--- src/rtl/simctl_port.sv ---
module simctl_port #(
  parameter logic [31:0] BASE_ADDR  = 32'hFFFF_0000,
  parameter int          NAME_BYTES = 32
) (
  input  logic                    clk,
  input  logic                    rst_n,
  input  logic                    s_valid_i,
  input  logic                    s_write_i,
  input  logic [31:0]             s_addr_i,
  input  logic [31:0]             s_wdata_i,
  input  logic [3:0]              s_be_i,
  output logic                    s_ack_o,
  output logic                    s_err_o,
  output logic                    m_req_o,
  output logic [31:0]             m_addr_o,
  input  logic                    m_ack_i,
  input  logic [31:0]             m_rdata_i,
  output logic                    shutdown_o,
  output logic                    result_stb_o,
  output logic                    fail_o,
  output logic [31:0]             result_code_o,
  output logic [31:0]             name_ptr_o,
  output logic [NAME_BYTES*8-1:0] name_o,
  output logic                    busy_o,
  output logic                    err_o
);
  localparam int NWORDS = NAME_BYTES / 4;
  localparam int CW     = $clog2(NWORDS);
  localparam logic [CW-1:0] LAST = CW'(NWORDS - 1);

  logic [31:0]   wbuf_q [NWORDS];
  logic [CW-1:0] cnt_q;

  wire       hit    = s_valid_i && (s_addr_i[31:4] == BASE_ADDR[31:4]);
  wire [1:0] idx    = s_addr_i[3:2];
  wire       good   = hit && s_write_i && (s_be_i == 4'hF) &&
                      (s_addr_i[1:0] == 2'b00) && (idx != 2'd3);
  wire       wr_ctl = good && (idx == 2'd0);
  wire       wr_res = good && (idx == 2'd1);
  wire       wr_ptr = good && (idx == 2'd2);

  assign m_req_o  = busy_o;
  assign m_addr_o = name_ptr_o + (32'(cnt_q) << 2);

  always_ff @(posedge clk) begin
    if (!rst_n) begin
      s_ack_o       <= 1'b0;
      s_err_o       <= 1'b0;
      shutdown_o    <= 1'b0;
      result_stb_o  <= 1'b0;
      fail_o        <= 1'b0;
      result_code_o <= '0;
      name_ptr_o    <= '0;
      err_o         <= 1'b0;
    end else begin
      s_ack_o      <= good;
      s_err_o      <= hit && !good;
      shutdown_o   <= wr_ctl;
      result_stb_o <= wr_res;
      if (hit && !good) err_o <= 1'b1;
      if (wr_res) begin
        result_code_o <= s_wdata_i;
        fail_o        <= |s_wdata_i;
      end
      if (wr_ptr) name_ptr_o <= s_wdata_i;
    end
  end

  always_ff @(posedge clk) begin
    if (!rst_n) begin
      busy_o <= 1'b0;
      cnt_q  <= '0;
      for (int k = 0; k < NWORDS; k++) wbuf_q[k] <= '0;
    end else if (wr_ptr) begin
      busy_o <= 1'b1;
      cnt_q  <= '0;
    end else if (busy_o && m_ack_i) begin
      wbuf_q[cnt_q] <= m_rdata_i;
      cnt_q         <= cnt_q + 1'b1;
      if (cnt_q == LAST) busy_o <= 1'b0;
    end
  end

  for (genvar k = 0; k < NWORDS; k++) begin : g_name
    if (k == NWORDS - 1) begin : g_term
      assign name_o[32*k +: 32] = {8'h00, wbuf_q[k][23:0]};
    end else begin : g_body
      assign name_o[32*k +: 32] = wbuf_q[k];
    end
  end
endmodule

--- config.mk ---
export PLATFORM = sky130hd
export DESIGN_NAME = simctl_port
export DESIGN_NICKNAME = d
export VERILOG_FILES = /design/src/rtl/simctl_port.sv
export SDC_FILE = /design/constraint.sdc
export NUM_CORES = 1
export LEC_CHECK = 0
export BUFFER_PORTS_ARGS = -buffer_cell sky130_fd_sc_hd__buf_2
export CAP_MARGIN = 0
export CORE_AREA = 2 2 183 185
export DETAILED_ROUTE_END_ITERATION = 10
export DIE_AREA = 0 0 185 187
export MAX_ROUTING_LAYER = met4
export PLACE_DENSITY = 0.69
export SYNTH_ARGS = -nofsm -noshare
export SYNTH_HDL_FRONTEND = slang
export SYNTH_SLANG_ARGS = --single-unit
--- constraint.sdc ---
create_clock -name clk -period 7.72 [get_ports clk]
set_input_delay 0 -clock clk [delete_from_list [all_inputs] [get_ports clk]]
set_output_delay 0 -clock clk [all_outputs]
set_load 0.05 [all_outputs]
# After elaboration in Yosys (flattened, before gate mapping)
# Memory sizes are Yosys's and may differ from the RTL's.
# Index checks and enable logic that the tools add are counted.
word_totals:
  regBits: 74
  latchBits: 0
  ramBits: 256
  mem_bits_ro: 0
  output_inout_bits: 360
  wordCells: 50
  n_memories: 1
memory_table:
  columns: ["name", "depth", "word_bits", "read_ports", "rd_clocked_by_memory_dff", "wr", "line_no", "source"]
  rows:
  - ["wbuf_q", 8, 32, 8, 0, 8, "31", "logic [31:0] wbuf_q [NWORDS];"]
op_classes:
  addsub: 2
  multipliers: 0
  div_mod_pow: 0
  magnitude_cmp: 0
  n_eq_ne: 6
  shifts: 0
  n_mux: 11
  bitwise: 1
  n_reduce_logical: 19
op_table:
  columns: ["cell", "n"]
  rows:
  - ["$reduce_or A32 Y1", 2]
  - ["$add A32 B5 Y32", 1]
  - ["$mux W32", 1]
  - ["$eq A28 B28 Y1 const B", 1]
  - ["$logic_and A1 B1 Y1", 10]
  - ["$mux W1", 9]
  - ["$eq A4 B4 Y1 const B", 1]
  - ["$logic_not A2 Y1", 2]
  - ["$reduce_bool A2 Y1", 2]
  - ["$add A3 B1 Y3 const B", 1]
  - ["$eq A3 B3 Y1 const B", 1]
  - ["$mux W3", 1]
  - ["$eq A2 B1 Y1 const B", 1]
  - ["$eq A2 B2 Y1 const B", 1]
  - ["$ne A2 B2 Y1 const B", 1]
  - ["$reduce_and A2 Y1", 1]
  - ["$reduce_or A2 Y1", 1]
  - ["$logic_not A1 Y1", 1]
  - ["$not A1 Y1", 1]

# Depth between registers and ports, before layout
# Gate-level depths: netlist of run 1.
depth:
  depth_word: 12
  ltp_mapped: 9
  mapped_depth_nobuf: 7

# Worst setup path before layout of run 1
# Ideal clock, no wire load.
synth_path:
  kind: "register to register"
  startpoint: "register busy_o"
  endpoint: "memory wbuf_q[0][0] (enable)"
  arrival_time_ns: 4.729
  required_ns: 7.209
  slack_ns: 2.480
  path_stages_with_launch: 5
  path_buffers: 1
  synth_period_minus_slack_ns: 5.240
  path_cell_list: "dfxtp_1 > nand2_2 > or2_2 > clkbuf_1 > o41ai_1"
synth_rtl:
  columns: ["item", "line_no", "source"]
  rows:
  - ["start: declaration", "24", "output logic busy_o,"]
  - ["start signal: assignment", "71", "busy_o <= 1'b0;"]
  - ["start signal: assignment", "75", "busy_o <= 1'b1;"]
  - ["start signal: assignment", "80", "if (cnt_q == LAST) busy_o <= 1'b0;"]
  - ["end: declaration", "31", null]

# Final worst setup path of run 1
layout_path:
  startpoint: "register cnt_q[1]"
  endpoint: "output port m_addr_o[28]"
layout_between:
  elab_chain_cells: 1
layout_rtl:
  columns: ["item", "line_no", "source"]
  rows:
  - ["start: declaration", "32", "logic [CW-1:0] cnt_q;"]
  - ["start signal: assignment", "79", "cnt_q <= cnt_q + 1'b1;"]
  - ["$add A32 B5 Y32", "43", "assign m_addr_o = name_ptr_o + (32'(cnt_q) << 2);"]
  - ["end: declaration", "15", "output logic [31:0] m_addr_o,"]
# Every way passes these cells.

==> run_results.csv, run 1 <==
group,metric,value,unit
global_route,grt_first_pass_wirelength,65320,um
routing,num_vias,11330,
clocking,cts_made_buffers,35,
place,hpwl,29890,um
routing,postRouteAntennaNets,0,
power_and_ir_drop,comb_power_share,11.9,%
die,die_x,185,um
synthesis,yosys_warnings,0,
global_route,antenna_found_initial,0,
power_and_ir_drop,p_int,2.856,mW
run,drv_cap,0,
layout,areaGrowthSynthToFinish,31.18,%
timing,setup_slack,4087,ps
timing,relSlewSlack,18.39,%
place,place_area,16200,um^2
timing,fmax,0.2752,GHz
synthesis,ys_ff_latch,322,
clocking,postCtsHoldBufs,79,
die,dieArea,34600,um^2
clocking,cts_setup_buffers,0,
timing,setup_viol,0,
power_and_ir_drop,p_switching,1.063,mW
clocking,clk_latency,510,ps
critical_path,path_cells,"inv_2 -> fa_1 -> nand2b_1 -> a21oi_1 -> nand3_1 -> xnor2_1 -> buf_2",
routing,firstDrtPassIters,5,
synthesis,synthTopCellsByCount,"edfxtp_1, nand3_1, nor2_1",
timing,hold_viol,0,
synthesis,synth.distinct_cells,42,
place,gp_congestion,0.8534,
power_and_ir_drop,pwr-share-seq,49.6,%
synthesis,ys.flop_type,"edfxtp_1",
synthesis,synth_area_leader_cell,"edfxtp_1",
timing,setup-tns-final,0,ps
place,port_buffers,456,
clocking,cts_tree,"done",
power_and_ir_drop,vdd_drop_max,0.1245,mV
layout,finalInstanceArea,18000,um^2
synthesis,synth_top_cells_by_area,"edfxtp_1, dfxtp_1, nand3_1",
clocking,cts.sinks,322,
global_route,grt_max_degree,153,
critical_path,end_kind,"output pin",
die,fp-row-count,67,
routing,wl_per_cell,20.90,um
synthesis,async_flop_share,0,%
synthesis,synth_area,13720,um^2
synthesis,synth_edf_count,248,
place,post-place-ws,4634,ps
layout,nets,1769,
synthesis,synth_area_per_cell,11.64,um^2
timing,finalCriticalPeriod,3633,ps
global_route,grt_pass1_vias,10980,
power_and_ir_drop,clockPowerShare,38.5,%
critical_path,worst_setup_path_start_kind,"register",
clocking,clock_tree.root_cell,"clkbuf_16",
timing,clock_skew,18.28,ps
synthesis,synth_top_area_share,54.27,%
critical_path,worst_ep_required_time,7720,ps
layout,n_antenna_cell,0,
power_and_ir_drop,swShare,27.13,%
timing,worstMarginPinSlew,1224,ps
routing,routed_via_density,5.323,
timing,finalCritPeriodShare,47.07,%
synthesis,seq_area_frac_synth,65.07,%
power_and_ir_drop,p_leak,7.453,nW
routing,route.detailed.drc,0,
power_and_ir_drop,power-per-cell-area,217.7,nW/um^2
routing,drt_iter0_drc,932,
clocking,htree_levels,2,
die,die_h,187,um
hold_path,hold_path_class,"in -> reg",
clocking,path_clk_slew,70,ps
routing,routed_wl,44490,um
global_route,grt_use_total,25.71,%
layout,drive_above_1_share,32.48,%
timing,slew_viol_final,0,
clocking,clock_path_buffers,3,
critical_path,worstPathArrival,3630,ps
timing,rsz0062_at_grt,"no",
critical_path,cpPeakStageDelay,850,ps
die,initial_utilization,41.76,%
synthesis,netlist_instances,1179,
critical_path,path_max_fanout,52,
die,io_pins,465,
clocking,cts_resized,0,
critical_path,worstSetupPathType,"reg -> out",
outcome,status,"complete, no violations",
critical_path,cp_slowest_cell,"a21oi_1",
global_route,overflow,0,
die,core-area,32860,um^2
synthesis,yosysMostFrequentCell,"edfxtp_1",
-- layout by cell type, fill, tap and decap left out, types with 35 or more instances in the layout --
cell type and count:
buf_2 455, edfxtp_1 248, nand3_1 159, nor2_1 150, nand2_1 137, nor4_1 114, dlygate4sd3_1 79, dfxtp_1 73
mux2i_1 67, clkbuf_16 35
-- routing by layer --
layer  global-route usage [%]  routed length (um)
met5                        -                   0
met4                    11.20                1804
met3                    5.199                3646
met2                    45.15               23220
met1                    28.03               15820
-- state kept, by name, summed over array words and instances, names as in the netlist --
register / flops
busy_o: 1
cnt_q: 3
err_o: 1
fail_o: 1
name_ptr_o: 32
result_code_o: 32
result_stb_o: 1
s_ack_o: 1
s_err_o: 1
shutdown_o: 1
wbuf_q: 248
-- cell type report --
class	instances	area, um^2
fill	2904	14860
sequential	322	8930
clock buffer	41	898.4
clock inverter	19	113.9
inverter	8	30.03
tap	448	560.5
multi-input combinational	736	4230
timing repair buffer	555	3238
-- cells by family (layout without fill, tap and decap cells) --
group	Yosys count	after routing	share of synthesized area, %
compound gates	17	17	0.8935
xor+xnor	28	28	1.787
fa+ha+maj	6	6	0.6018
buf+inv	128	623	5.261
flops	322	322	65.07
mux	67	67	4.887
other cells	1	8	0.02733
simple gates	610	610	21.47
-- per-stage QoR --
| step | hold slack (ps) | power, mW | std cells | util [%] |
|---|---|---|---|---|
| 6_report | 39.66 | 3.920 | 2129 | 54.78 |
| 3_5_place_dp | 233.6 | 2.422 | 1990 | 49.29 |
| 2_1_floorplan | 78.07 | 2.280 | 1186 | - |
| 3_3_place_gp | 230.3 | 2.420 | 1990 | 49.29 |
| 4_1_cts | 5.198 | 3.946 | 2129 | 54.78 |
| 5_1_grt | 52.52 | 4.032 | 2129 | 54.78 |
-- power by group through the flow --
stage	logic (mW)	registers, mW	clock network, mW
after global routing	0.482	1.95	1.60
after global placement	0.437	1.98	0
after detailed placement	0.439	1.98	0
after CTS	0.468	1.95	1.53
after floorplan	0.0587	2.22	0
final	0.466	1.95	1.51
-- worst paths after layout --
path	start	to	slack [ps]	cells after the start
hold reg to reg	result_code_o[16]$_SDFFE_PN0P_	result_code_o[16]$_SDFFE_PN0P_	460	2
setup / recovery	cnt_q[1]$_SDFFE_PP0P_	m_addr_o[28]	4090	7
setup reg to reg	busy_o$_SDFFE_PN0P_	wbuf_q[0][0]$_SDFFCE_PN0P_	5140	5
hold / removal	s_addr_i[29]	s_ack_o$_SDFF_PN0_	40	5
-- worst max-delay path, delay by kind of cell, from the launching register on --
family | cells | cell delay [ps]
DFF | 1 | 350
and+or+nand+nor | 2 | 420
buffers and inverters | 2 | 660
adders and majority gates | 1 | 590
AOI/OAI and AO/OA | 1 | 850
xor gates and xnor gates | 1 | 250
Note: power is estimated with default switching activity, not from simulation.
==> run 2: changes to the inputs <==
clock period = 3.5 ns   (was 7.72 ns; I/O delays follow)
==> run 2 against run 1 <==
Against the previous run: count of clock-buffer cells in the layout up 4; non-clock buffer count is 3 lower; die area unchanged; hold slack worse by 7.9 ps; final cell count hardly changed; design area up 0.85%; core utilization grew 0.46 points; first-iteration DRC count rose by 6.2%; critical path type unchanged; largest cell class unchanged; largest power group unchanged.
==> run_results.csv, run 2 (synthesized netlist as in run 1, its figures left out) <==
group,metric,value,unit
global_route,grt_first_pass_wirelength,67270,um
die,io_pins,465,
die,core-area,32860,um^2
layout,final_common_cell,"buf_2",
timing,setup_viol,0,
timing,worstMarginPinSlew,992.0,ps
layout,top_register,"wbuf_q",
clocking,clock_tree.root_cell,"clkbuf_16",
timing,setup_slack,471.1,ps
clocking,clock_path_buffers,3,
place,post-place-ws,1003,ps
layout,largest_reg_flops,248,
die,initial_utilization,41.76,%
routing,num_vias,11510,
critical_path,worst_ep_required_time,3500,ps
layout,fillerInstances,2809,
layout,nets,1767,
timing,fmax,0.3302,GHz
timing,finalCriticalPeriod,3029,ps
layout,finalInstanceArea,18150,um^2
critical_path,worst_setup_path_start_kind,"register",
critical_path,r2r-start,"cnt_q[0]$_SDFFE_PP0P_",
critical_path,path_max_fanout,11,
outcome,status,"complete, no violations",
run,drv_cap,0,
clocking,cts_resized,0,
clocking,htree_levels,2,
timing,slew_viol_final,0,
global_route,grt_use_total,26.59,%
routing,route.detailed.drc,0,
global_route,grt_pass1_vias,11150,
global_route,antenna_found_initial,1,
power_and_ir_drop,power-per-cell-area,494.0,nW/um^2
hold_path,hold_path_class,"in -> reg",
routing,drt_iter0_drc,990,
routing,routed_wl,46030,um
clocking,postCtsHoldBufs,70,
clocking,cts.sinks,322,
place,gp_congestion,0.8803,
clocking,cts_tree,"done",
timing,relSlewSlack,33.71,%
routing,routed_via_density,5.408,
timing,finalCritPeriodShare,86.54,%
timing,clock_skew,24.46,ps
layout,top_regs,"wbuf_q x248, name_ptr_o x32, result_code_o x32",
critical_path,end_kind,"output pin",
clocking,cts_made_buffers,36,
layout,areaGrowthSynthToFinish,32.30,%
timing,rsz0062_at_grt,"no",
hold_path,min_from,"s_addr_i[29]",
clocking,cts_setup_buffers,0,
place,port_buffers,456,
power_and_ir_drop,vdd_drop_max,0.3359,mV
critical_path,worstSetupPathType,"reg -> out",
global_route,grt_max_degree,84,
clocking,clk_latency,520,ps
critical_path,crit_start,"cnt_q[0]$_SDFFE_PP0P_",
routing,wl_per_cell,21.63,um
die,die_h,187,um
clocking,path_clk_slew,60,ps
place,hpwl,31350,um
layout,layout_common_cells,"buf_2, edfxtp_1, nand3_1, nor2_1, nand2_1",
layout,drive_above_1_share,33.06,%
routing,firstDrtPassIters,5,
place,place_area,16330,um^2
die,dieArea,34600,um^2
die,die_x,185,um
timing,hold_viol,0,
power_and_ir_drop,p_leak,7.508,nW
die,fp-row-count,67,
critical_path,worstPathArrival,3030,ps
global_route,overflow,0,
routing,postRouteAntennaNets,0,
-- run 2: cell count changes in the layout (fill, tap and decap cells not counted), moves of 2 or more --
| cell | delta |
|---|---|
| o41ai_2 | -2 |
| buf_12 | +5 |
| o41ai_4 | +2 |
| dlygate4sd3_1 | -9 |
| clkinv_2 | -2 |
| clkinv_1 | -3 |
| bufinv_16 | +3 |
| clkinvlp_2 | -2 |
-- run 2: critical path: stages, from the launching register on --
cell and delay [ps]:
dfxtp_1 550, ha_1 250, inv_1 60, fa_1 400, nand2b_1 170, a21oi_1 190, buf_4 230, nand3_1 110
xnor2_1 240, buf_2 310
-- run 2: layout make-up --
| class | instances | area, um^2 | area share, % |
|---|---|---|---|
| Clock inverter | 16 | 173.9 | 0.9580 |
| Multi-Input combinational cell | 736 | 4253 | 23.43 |
| Inverter | 8 | 30.03 | 0.1654 |
| Sequential cell | 322 | 8930 | 49.19 |
| Antenna cell | 1 | 2.502 | 0.01378 |
| Tap cell | 448 | 560.5 | 3.088 |
| Clock buffer | 45 | 948.4 | 5.224 |
| Timing Repair Buffer | 552 | 3256 | 17.93 |
-- run 2: layer usage --
layer / wire length (um) / GRT usage, % / vias up
li1: - / - / 5232
met1: 16280 / 29.07 / 5536
met2: 24000 / 47.16 / 637
met3: 3659 / 4.868 / 104
met4: 2090 / 11.17 / 0
met5: 0 / - / -
-- run 2: per-stage QoR --
stage          utilization, %  hold WS [ps]  cells  setup TNS [ps]  total power [mW]
2_1_floorplan               -         78.07   1186         -105740             5.028
3_3_place_gp            49.69         229.1   1996               0             5.349
3_5_place_dp            49.69         240.7   1996               0             5.356
4_1_cts                 55.24         6.654   2127               0             9.025
5_1_grt                 55.24         28.97   2128               0             9.205
6_report                55.24         31.79   2128               0             8.968
-- run 2: path summary, 6_finish.rpt --
check | slack, ps | endpoint | cells after the start
min | 30 | s_ack_o$_SDFF_PN0_ | 5
max reg2reg | 960 | wbuf_q[1][1]$_SDFFCE_PN0P_ | 3
min reg2reg | 460 | result_code_o[1]$_SDFFE_PN0P_ | 2
max | 470 | m_addr_o[26] | 9
-- run 2: where the power goes --
group	switching, mW	internal (mW)	total (mW)
logic	0.820	0.216	1.04
clock network	1.49	2.15	3.64
registers	0.0521	4.24	4.30
